## config.mk

```make
export PLATFORM = sky130hd
export DESIGN_NAME = crc12_sf_check
export DESIGN_NICKNAME = d
export VERILOG_FILES = /design/src/rtl/crc12_pkg.sv /design/src/rtl/crc12_lfsr.sv /design/src/rtl/crc12_rx_collect.sv /design/src/rtl/crc12_arm.sv /design/src/rtl/crc12_sf_check.sv
export SDC_FILE = /design/constraint.sdc
export NUM_CORES = 1
export LEC_CHECK = 0
export ABC_AREA = 1
export ABC_CLOCK_PERIOD_IN_PS = 1600
export BUFFER_PORTS_ARGS = -buffer_cell sky130_fd_sc_hd__buf_2
export CAP_MARGIN = 15
export CORE_ASPECT_RATIO = 1.4
export CORE_UTILIZATION = 58
export CTS_CLUSTER_DIAMETER = 80
export DETAILED_ROUTE_END_ITERATION = 10
export GPL_TIMING_DRIVEN = 0
export PLACE_DENSITY = 0.79
export SETUP_SLACK_MARGIN = 0.3
export SLEW_MARGIN = 15
export SYNTH_ARGS = -nofsm -noshare
export SYNTH_HDL_FRONTEND = slang
export SYNTH_HIERARCHICAL = 1
export SYNTH_SLANG_ARGS = --single-unit
```

## constraint.sdc

```tcl
create_clock -name clk -period 1.6 [get_ports clk]
set_input_delay 0.08 -clock clk [delete_from_list [all_inputs] [get_ports clk]]
set_output_delay 0.08 -clock clk [all_outputs]
set_load 0.01 [all_outputs]
```

## src/rtl/crc12_pkg.sv

```systemverilog
package crc12_pkg;

  localparam int DEF_CRC_W  = 12;
  localparam logic [DEF_CRC_W-1:0] DEF_POLY   = 12'h80F;
  localparam logic [DEF_CRC_W-1:0] DEF_PRESET = 12'hFFF;
  localparam int DEF_ARM_SF = 2;

  typedef enum logic {
    ORDER_MSB_FIRST = 1'b0,
    ORDER_LSB_FIRST = 1'b1
  } bit_order_e;

endpackage

```

## src/rtl/crc12_lfsr.sv

```systemverilog
module crc12_lfsr #(
  parameter int CRC_W = 12,
  parameter logic [CRC_W-1:0] POLY   = 12'h80F,
  parameter logic [CRC_W-1:0] PRESET = 12'hFFF
) (
  input  logic             clk,
  input  logic             rst,
  input  logic             sf_start,
  input  logic             bit_vld,
  input  logic             bit_in,
  output logic [CRC_W-1:0] held_crc
);

  logic [CRC_W-1:0] run_q;
  logic [CRC_W-1:0] base;
  logic [CRC_W-1:0] stepped;
  logic             fb;

  // A strobe restarts the superframe; a bit in that cycle steps from the preset.
  assign base = sf_start ? PRESET : run_q;
  assign fb   = base[CRC_W-1] ^ bit_in;

  genvar gi;
  generate
    for (gi = 0; gi < CRC_W; gi++) begin : g_tap
      if (gi == 0) begin : g_low
        assign stepped[gi] = POLY[gi] & fb;
      end else begin : g_up
        assign stepped[gi] = base[gi-1] ^ (POLY[gi] & fb);
      end
    end
  endgenerate

  always_ff @(posedge clk) begin
    if (rst) begin
      run_q    <= PRESET;
      held_crc <= PRESET;
    end else begin
      run_q <= bit_vld ? stepped : base;
      if (sf_start) begin
        held_crc <= run_q;
      end
    end
  end

endmodule

```

## src/rtl/crc12_rx_collect.sv

```systemverilog
module crc12_rx_collect
  import crc12_pkg::*;
#(
  parameter int CRC_W = 12,
  parameter bit_order_e ORDER = ORDER_MSB_FIRST,
  localparam int CNT_W = $clog2(CRC_W + 2)
) (
  input  logic             clk,
  input  logic             rst,
  input  logic             sf_start,
  input  logic             rx_vld,
  input  logic             rx_bit,
  output logic [CRC_W-1:0] rx_word,
  output logic [CNT_W-1:0] rx_cnt
);

  localparam logic [CNT_W-1:0] SAT = CNT_W'(CRC_W + 1);

  logic [CRC_W-1:0] word_base;
  logic [CNT_W-1:0] cnt_base;
  logic [CRC_W-1:0] word_shift;

  assign word_base = sf_start ? '0 : rx_word;
  assign cnt_base  = sf_start ? '0 : rx_cnt;

  generate
    if (ORDER == ORDER_MSB_FIRST) begin : g_msb
      assign word_shift = {word_base[CRC_W-2:0], rx_bit};
    end else begin : g_lsb
      assign word_shift = {rx_bit, word_base[CRC_W-1:1]};
    end
  endgenerate

  always_ff @(posedge clk) begin
    if (rst) begin
      rx_word <= '0;
      rx_cnt  <= '0;
    end else begin
      rx_word <= rx_vld ? word_shift : word_base;
      if (rx_vld && (cnt_base != SAT)) begin
        rx_cnt <= cnt_base + CNT_W'(1);
      end else begin
        rx_cnt <= cnt_base;
      end
    end
  end

endmodule

```

## src/rtl/crc12_arm.sv

```systemverilog
module crc12_arm #(
  parameter int ARM_SF = 2,
  localparam int AW = $clog2(ARM_SF + 1)
) (
  input  logic clk,
  input  logic rst,
  input  logic in_sync,
  input  logic sf_start,
  output logic cmp_en
);

  localparam logic [AW-1:0] LAST = AW'(ARM_SF);

  logic [AW-1:0] seen_q;

  assign cmp_en = in_sync && sf_start && (seen_q == LAST);

  always_ff @(posedge clk) begin
    if (rst || !in_sync) begin
      seen_q <= '0;
    end else if (sf_start && (seen_q != LAST)) begin
      seen_q <= seen_q + AW'(1);
    end
  end

endmodule

```

## src/rtl/crc12_sf_check.sv

```systemverilog
module crc12_sf_check
  import crc12_pkg::*;
#(
  parameter int CRC_W = DEF_CRC_W,
  parameter logic [CRC_W-1:0] POLY   = DEF_POLY,
  parameter logic [CRC_W-1:0] PRESET = DEF_PRESET,
  parameter int ARM_SF = DEF_ARM_SF,
  parameter bit_order_e ORDER = ORDER_MSB_FIRST
) (
  input  logic             clk,
  input  logic             rst,
  input  logic             in_sync,
  input  logic             sf_start,
  input  logic             bit_vld,
  input  logic             bit_in,
  input  logic             rcrc_vld,
  input  logic             rcrc_bit,
  output logic             crc_err,
  output logic [CRC_W-1:0] tx_crc_word
);

  localparam int CNT_W = $clog2(CRC_W + 2);
  localparam logic [CNT_W-1:0] FULL = CNT_W'(CRC_W);

  logic [CRC_W-1:0] held_crc;
  logic [CRC_W-1:0] rx_word;
  logic [CNT_W-1:0] rx_cnt;
  logic             cmp_en;

  crc12_lfsr #(
    .CRC_W  (CRC_W),
    .POLY   (POLY),
    .PRESET (PRESET)
  ) u_lfsr (
    .clk      (clk),
    .rst      (rst),
    .sf_start (sf_start),
    .bit_vld  (bit_vld),
    .bit_in   (bit_in),
    .held_crc (held_crc)
  );

  crc12_rx_collect #(
    .CRC_W (CRC_W),
    .ORDER (ORDER)
  ) u_rx (
    .clk      (clk),
    .rst      (rst),
    .sf_start (sf_start),
    .rx_vld   (rcrc_vld),
    .rx_bit   (rcrc_bit),
    .rx_word  (rx_word),
    .rx_cnt   (rx_cnt)
  );

  crc12_arm #(
    .ARM_SF (ARM_SF)
  ) u_arm (
    .clk      (clk),
    .rst      (rst),
    .in_sync  (in_sync),
    .sf_start (sf_start),
    .cmp_en   (cmp_en)
  );

  always_ff @(posedge clk) begin
    if (rst || !in_sync) begin
      crc_err <= 1'b0;
    end else if (cmp_en) begin
      crc_err <= (rx_word != held_crc) || (rx_cnt != FULL);
    end
  end

  assign tx_crc_word = held_crc;

endmodule

```

==> run metrics, run 1 <==
kind of critical path reg -> reg; CTS HTree Levels 2; dpl cells roughly 370; chip height 73.2 um; Worst Skew 0.00726 ns; LEAKAGE about 1.2 nW; layout cells sized above 1 18.8%; crit-path max FO 3; clock buffer depth 2; Mapped Cells approximately 310; GPL Wtd Cong 0.822; outcome finished, final reports clean; Clock Latency Late Sink roughly 0.31 ns; worst hold path type in -> reg; Slew Limit Fails 0; CTS clock-pin slew for the worst setup and hold paths around 0.090 ns; Iter 0 DRT Violations between 60 and 70; Antenna diodes 0; slowest CP cell dfxtp_2; post-synth top area share 41.0%; number of global-route vias before repair around 1800; Max-Cap Viols 0; setup tns final 0 ns; total core area roughly 0.0034 mm^2; CP cell instances inv_2 > ha_4 > inv_4 > nor2_4 > inv_2 > nor2_2 > nand2_1 > nor2_1 > nand2_1 > nor2_2 > a21oi_2; Crit path max-delay family simple AND/OR/NAND/NOR gates; endpoint class of the critical path flop; max incr delay on CP around 0.34 ns; synthesized area approximately 0.0021 mm^2; Post-route DRC 0; IO Port Bufs 19; #FFs+latches synth between 40 and 50; Fmax achieved 0.785 GHz; Starting Density around three fifths; first-pass GRT wire length between 7 and 8 mm; crit share post-route 79.7%; area delta synth->final 13.6%; Root Buffer clkbuf_8; final antenna-violating net count 0; Post-Layout Cell Count 376; # hold bufs at CTS 0; Slew Limit Headroom between 70% and 80%; initial antenna violation count 0; grt ovf 0; Max VDD drop between 600 and 700 uV; Layout Nets between 300 and 400; Setup-failing EPs final 0; 1st-pass router iterations 4; DIE WIDTH 52.9 um; via count 2014; Sink Count 43; Final min period between 1 and 1.5 ns; Crit path required time 1.80 ns; Yosys cell types 28; DR vias/cell roughly 5.4; Critical Path Start Type flop; post-synthesis sequential area ratio between 40% and 50%; I/O pin count 21; Reg2Reg Launch Point u_arm/seen_q[0]; Die ar. between 0.003 and 0.004 mm^2; Worst Setup SP u_arm/seen_q[0]; worst slew pin tran between 0.4 and 0.5 ns; average cell area after synthesis approximately 7 um^2; Synth area leaders dfxtp_1 41%, nand2_1 16%, nand3_1 7.6%; Detailed Place HPWL 3.33 mm; reg2reg setup slack around 0.33 ns; net count after synthesis approximately 320; CTS tree built; wire length per cell 12.4 um; # rows 25; Total GRT Usage 26.2%; HP Start rcrc_vld; Power Dens Cells ~910 mW/mm^2; Crit path buffers/inverters 3; Num CTS Buffers 5; pin count of the biggest net entering global routing 17; Synth warnings 6; unrepaired setup endpoints after global routing true; final WL roughly 4.6 mm; Yosys top cell by area dfxtp_1; final hold vios 0; WP data arrival between 1 and 1.5 ns
[Yosys cell counts, drive strengths merged]
cell type and count:
a21oi 7, a22oi 1, buf 7, clkbuf 2, dfxtp 43, ha 3, inv 45, nand2 93
nand3 33, nand3b 1, nand4 2, nor2 37, o211ai 6, o21ai 19, o22ai 7, or2 2
[layout by cell type (no fill, tap or decap), types with 3 or more instances in the layout]
cell / synthesis / final
buf_6: 3 / 3
clkbuf_8: 0 / 5
nand2_2: 3 / 3
nand2_1: 89 / 89
dfxtp_2: 0 / 3
dfxtp_1: 43 / 40
inv_1: 42 / 38
buf_2: 4 / 23
o21ai_0: 17 / 17
inv_2: 2 / 5
nand3_1: 32 / 32
o22ai_1: 7 / 7
nor2_1: 30 / 29
o211ai_1: 6 / 6
nor2_2: 6 / 6
a21oi_1: 5 / 5
[layer usage]
metal	GRT usage, %	vias up	part of all wire [%]
li1	-	1029	-
met1	25.2	910	39
met2	49.2	56	52
met3	5.83	19	4.2
met4	14.3	0	3.9
met5	0	-	0
[final cells by class]
cell class	instances	area (um^2)
Multi-Input combinational cell	211	1040
Timing Repair Buffer	20	103
Tap cell	40	50.0
Sequential cell	43	865
Clock buffer	5	68.8
Buffer	9	61.3
Clock inverter	3	26.3
Inverter	45	174
Fill cell	316	1020
[path summary, 6_finish.rpt]
| check | endpoint | cells past startpoint |
|---|---|---|
| setup / recovery | crc_err | 11 |
| hold / removal | u_rx/rx_word[8] | 2 |
| setup reg to reg | crc_err | 11 |
| hold reg to reg | u_lfsr/held_crc[10] | 2 |
[stage by stage]
step / utilization (%) / setup WS, ns / hold slack (ns) / instance area, um^2 / total power, mW
floorplan: - / 0.369 / 0.142 / 2100 / 1.36
global placement: 65.8 / 0.140 / 0.337 / 2240 / 1.44
detailed placement: 65.8 / 0.144 / 0.338 / 2240 / 1.44
CTS: 68.8 / 0.298 / 0.0147 / 2340 / 2.17
global route: 70.0 / 0.200 / 0.0302 / 2390 / 2.26
finish: 70.0 / 0.325 / 0.0193 / 2390 / 2.17
[cell families (layout without fill, tap and decap cells)]
group                      after synthesis  in the layout  share of synthesized area [%]
and+or+nand+nor                        168            168                           35.0
DFF                                     43             43                           41.0
adders and majority gates                3              3                           1.79
buffers and inverters                   54             82                           11.1
AOI/OAI and AO/OA                       40             40                           11.1
[where the power goes]
group	internal, mW	total [mW]	switching (mW)
Clock	0.321	0.738	0.417
Combinational	0.104	0.275	0.171
Sequential	1.12	1.16	0.0407
Total	1.54	2.17	0.629
[state kept, by name (all words and copies together) (netlist names)]
signal / cells
u_lfsr/held_crc: 12
u_rx/rx_word: 12
crc_err: 1
u_lfsr/run_q: 12
u_arm/seen_q: 2
u_rx/rx_cnt: 4
[what timing repair did]
item                                    4_1_cts  5_1_grt
endpoints found under the setup margin        4        4
resized for setup                             3       11
pin swaps                                     2        7
setup buffers                                 0        1
Power figures use the tool's default switching activity.
==> run 2: changes to the inputs <==
Settings changed: ABC_CLOCK_PERIOD_IN_PS 1600 to 1250.
Clock period 1.6 ns to 1.25 ns, I/O delays scaled along.
==> run metrics, run 2 (same netlist as run 1, synthesis figures left out) <==
most frequent cells in the layout 84 x nand2_1, 37 x inv_1, 32 x dfxtp_1, 31 x nand3_1, 27 x nor2_1; biggest registers after layout u_lfsr/held_crc x12, u_lfsr/run_q x12, u_rx/rx_word x12; CTS HTree Levels 2; DIE WIDTH about 53 um; Psw roughly 800 uW; CTS clock-pin slew for the worst setup and hold paths around 0.090 ns; DR vias/cell between 5 and 6; Num CTS Buffers 5; fin worst setup slack ~0.050 ns; Setup-failing EPs final 0; total core area roughly 0.0034 mm^2; fillers 305; dpl ws -0.115 ns; Combinational Power Share approximately 13%; Seq pwr share between 50% and 60%; crit-path most repeated cell nor2_2; number of global-route vias before repair ~1900; area of the multi-input gates roughly 0.0011 mm^2; crit share post-route a little over nine tenths; grt ovf 0; Sw Ratio between 20% and 30%; Post-route DRC 0; clock power share between 30% and 40%; reg2reg setup slack about 0.050 ns; max incr delay on CP around 0.33 ns; kind of critical path reg -> reg; # rows 25; worst slew pin tran ~0.40 ns; CTS tree built; area taken by flip-flops and latches 875 um^2; final antenna-violating net count 0; dpl cells 367; Post-Layout Cell Count ~380; Iter 0 DRT Violations 64; Worst Setup EP crc_err; via count a little under 2000; IO Port Bufs 19; final hold vios 0; Root Buffer clkbuf_8; Worst Setup SP u_arm/seen_q[0]; Clock Latency Late Sink about 0.30 ns; clock buffer depth 2; Detailed Place HPWL ~3.4 mm; worst r2r dst crc_err; endpoint class of the critical path flop; slowest CP cell dfxtp_2; chip height 73.2 um; final WL ~4.6 mm; Starting Density between 60% and 70%; Layout Nets 351; Crit path required time about 1.4 ns; outcome finished, final reports clean; most common cell after layout, fill and taps aside nand2_1; Antenna diodes 0; worst hold path type in -> reg; reg2reg path depth 11; Total GRT Usage 27.2%; layout cells sized above 1 24.6%; Slew Limit Fails 0; CP cell instances inv_2 > ha_4 > inv_4 > nor2_4 > inv_2 > nor2_2 > nand2_1 > nor2_2 > nand2_1 > nor2_2 > a21oi_2; area delta synth->final 18.1%; Die ar. a little under 0.004 mm^2; Worst Skew 0.00559 ns; Final min period 1.20 ns; Max VDD drop about 1100 uV; Critical Path Start Type flop; Fmax achieved between 0.8 and 0.9 GHz; Reg2Reg Launch Point u_arm/seen_q[0]; total internal power between 1.5 and 2 mW; LEAKAGE 1.19 nW; GPL Wtd Cong approximately 0.78; initial antenna violation count 0; Power Dens Cells between 1000 and 1500 mW/mm^2; Slew Limit Headroom between 70% and 80%; first-pass GRT wire length between 7 and 8 mm; I/O pin count 21; 1st-pass router iterations 4; pin count of the biggest net entering global routing 16; WP data arrival between 1 and 1.5 ns; unrepaired setup endpoints after global routing true; wire length per cell 11.9 um; Sink Count 43; Max-Cap Viols 0; crit-path max FO 5
-- run 2: cell count changes in the layout (fill, tap and decap cells not counted), moves of 2 or more --
cell	change
dfxtp_1	-8
nand2_2	+3
dfxtp_2	+8
nand2_1	-5
clkinvlp_4	+2
nand2_4	+2
buf_4	+4
nor2_1	-2
-- run 2: layout make-up --
type	instances	area share (%)
Multi-Input combinational cell	211	43.7
Sequential cell	43	35.3
Inverter	45	7.01
Timing Repair Buffer	25	5.75
Clock buffer	5	2.77
Buffer	9	2.47
Tap cell	40	2.02
Clock inverter	3	0.959
-- run 2: power groups by stage --
| stage | Combinational (mW) | Sequential, mW | Clock (mW) |
|---|---|---|---|
| 5_1_grt | 0.421 | 1.50 | 1.00 |
| 3_5_place_dp | 0.346 | 1.52 | 0 |
| 6_report | 0.371 | 1.49 | 0.907 |
| 3_3_place_gp | 0.337 | 1.51 | 0 |
| 2_1_floorplan | 0.237 | 1.52 | 0 |
| 4_1_cts | 0.360 | 1.48 | 0.931 |
-- run 2: metal layers --
metal  GRT usage, %  up-vias  wire length, um
met2           52.0       36             2470
met5              0        -                0
met3           7.08        8              174
li1               -     1038                -
met1           25.9      893             1820
met4           12.0        0               92
-- run 2: worst min-delay path by stage --
stage / start / end / slack [ns] / cells after the start
final: rcrc_bit / u_rx/rx_word[0] / 0.02 / 3
after global routing: rcrc_bit / u_rx/rx_word[0] / 0.04 / 3
after CTS: rcrc_bit / u_rx/rx_word[0] / 0.002 / 3
after detailed placement: rcrc_vld / u_rx/rx_word[8] / 0.32 / 2
after global placement: rcrc_vld / u_rx/rx_word[8] / 0.32 / 2
after floorplan: rst / u_rx/rx_cnt[2] / 0.12 / 1
-- run 2: through the flow --
| stage | hold WS (ns) | instance area (um^2) | util (%) | power, mW | TNS (ns) |
|---|---|---|---|---|---|
| 3_5_place_dp | 0.319 | 2290 | 67.3 | 1.86 | -0.277 |
| 2_1_floorplan | 0.125 | 2150 | - | 1.75 | 0 |
| 3_3_place_gp | 0.317 | 2290 | 67.3 | 1.85 | -0.233 |
| 4_1_cts | 0.00155 | 2430 | 71.2 | 2.77 | 0 |
| 5_1_grt | 0.0390 | 2480 | 72.7 | 2.92 | -0.0829 |
| 6_report | 0.0172 | 2480 | 72.7 | 2.76 | 0 |
-- run 2: worst max-delay path, delay by kind of cell, from the launching register on --
kind | cells | cell delay (ns)
and+or+nand+nor | 6 | 0.45
DFF | 1 | 0.33
buffers and inverters | 3 | 0.15
adders and majority gates | 1 | 0.13
AOI/OAI and AO/OA | 1 | 0.05
-- run 2: repair_timing --
action | in CTS | in global routing
endpoints found under the hold margin | 1 | 0
hold buffers | 1 | 0
setup buffers | 4 | 1
gates resized for setup | 0 | 18
gates cloned | 0 | 0
pin swaps | 1 | 4
endpoints found under the setup margin | 5 | 18
==> run 3: changes to the inputs <==
Settings changed: CORE_ASPECT_RATIO 1.4 to 2.
==> run metrics, run 3 (same netlist as run 1, synthesis figures left out) <==
outcome finished with violations; failing checks setup timing; LEAKAGE approximately 1.2 nW; pin count of the biggest net entering global routing 15; DIE WIDTH about 45 um; layout cells sized above 1 23.5%; Setup-failing EPs final 1; Slew Limit Fails 0; CP cell instances inv_2 > ha_4 > inv_4 > nor2_4 > inv_2 > nor2_2 > nand2_1 > nor2_1 > nand2_1 > nor2_2 > a21oi_2; CTS HTree Levels 2; number of global-route vias before repair between 1500 and 2000; wire length per cell about 12 um; final instance area about 0.0025 mm^2; Detailed Place HPWL ~3.6 mm; crit-path max FO 5; worst slew pin tran between 0.4 and 0.5 ns; setup tns final -0.00589 ns; final antenna-violating net count 0; Slew Limit Headroom a little under three quarters; chip height between 80 and 90 um; Die ar. approximately 0.0039 mm^2; endpoint class of the critical path flop; Post-route DRC 0; Reg2Reg Launch Point u_arm/seen_q[0]; area delta synth->final 19.1%; placed inst area ~0.0023 mm^2; I/O pin count 21; max incr delay on CP 0.33 ns; Power Dens Cells roughly 1200 mW/mm^2; fin worst setup slack -0.00589 ns; Fmax achieved about 0.8 GHz; Critical Path Start Type flop; via count 1941; # rows 30; fillers 305; WP data arrival 1.44 ns; most frequent cells in the layout 83 x nand2_1, 37 x inv_1, 36 x dfxtp_1, 31 x nand3_1, 28 x nor2_1; Crit path buffers/inverters 3; Final Util about three quarters; dpl cells 375; grt ovf 0; total core area approximately 0.0034 mm^2; DR vias/cell 5.00; Antenna diodes 0; Iter 0 DRT Violations 23; Post-Layout Cell Count around 390; Pwr Total between 2 and 3 mW; # hold bufs at CTS 0; Worst Skew ~0.010 ns; hold slack final 0.0113 ns; Max VDD drop 996 uV; Worst Setup SP u_arm/seen_q[0]; unrepaired setup endpoints after global routing true; Root Buffer clkbuf_8; Final min period ~1.3 ns; Crit path required time roughly 1.4 ns; Num CTS Buffers 5; Layout Nets between 300 and 400; dpl ws -0.106 ns; GPL Wtd Cong around 0.87; area taken by flip-flops and latches 870 um^2; final WL ~4.7 mm; initial antenna violation count 0; 1st-pass router iterations 4; Total GRT Usage a little over a quarter; crit share post-route 100%; Starting Density ~60%; final hold vios 0; CTS clock-pin slew for the worst setup and hold paths 0.08 ns; Crit path max-delay family simple AND/OR/NAND/NOR gates; HP Start rcrc_vld; CTS tree built; Sink Count 43; biggest registers after layout u_lfsr/held_crc x12, u_lfsr/run_q x12, u_rx/rx_word x12; kind of critical path reg -> reg; first-pass GRT wire length around 7.7 mm; Max-Cap Viols 0; area of the multi-input gates between 0.001 and 0.0015 mm^2; IO Port Bufs 19; worst hold path type in -> reg; clock buffer depth 2; Clock Latency Late Sink 0.30 ns; most common cell after layout, fill and taps aside nand2_1; slowest CP cell dfxtp_2
[run 3: power by group]
part | leakage [nW] | internal, mW | switching [mW]
registers | 0.355 | 1.43 | 0.0524
clock network | 0.0581 | 0.595 | 0.488
logic | 0.795 | 0.143 | 0.227
total | 1.21 | 2.17 | 0.767
[run 3: worst paths after layout]
check                       end  slack (ns)  cells after the start
min reg2reg  u_lfsr/held_crc[2]        0.48                      2
max reg2reg             crc_err      -0.006                     11
max                     crc_err      -0.006                     11
min             u_rx/rx_word[8]        0.01                      2
[run 3: cell type report]
type / instances / area share [%]
flip-flops and latches: 43 / 34.8
clock buffers: 5 / 2.75
plain buffers: 9 / 2.45
repair buffers: 24 / 5.31
clock inverters: 3 / 1.75
inverters: 45 / 6.96
multi-input cells: 211 / 43.6
well taps: 48 / 2.40
[run 3: timing repair]
item,CTS,global route
endpoints found under the setup margin,5,11
pin swaps,1,4
setup buffers,4,1
resized for setup,8,7
cloned,0,0
[run 3: layer usage]
metal  global-route usage, %  routed length, um  vias to the layer above
met1                    22.7               1700                      863
met5                       0                  0                        -
met3                    5.81                 98                       10
li1                        -                  -                     1045
met2                    56.0               2810                       23
met4                    11.6                118                        0
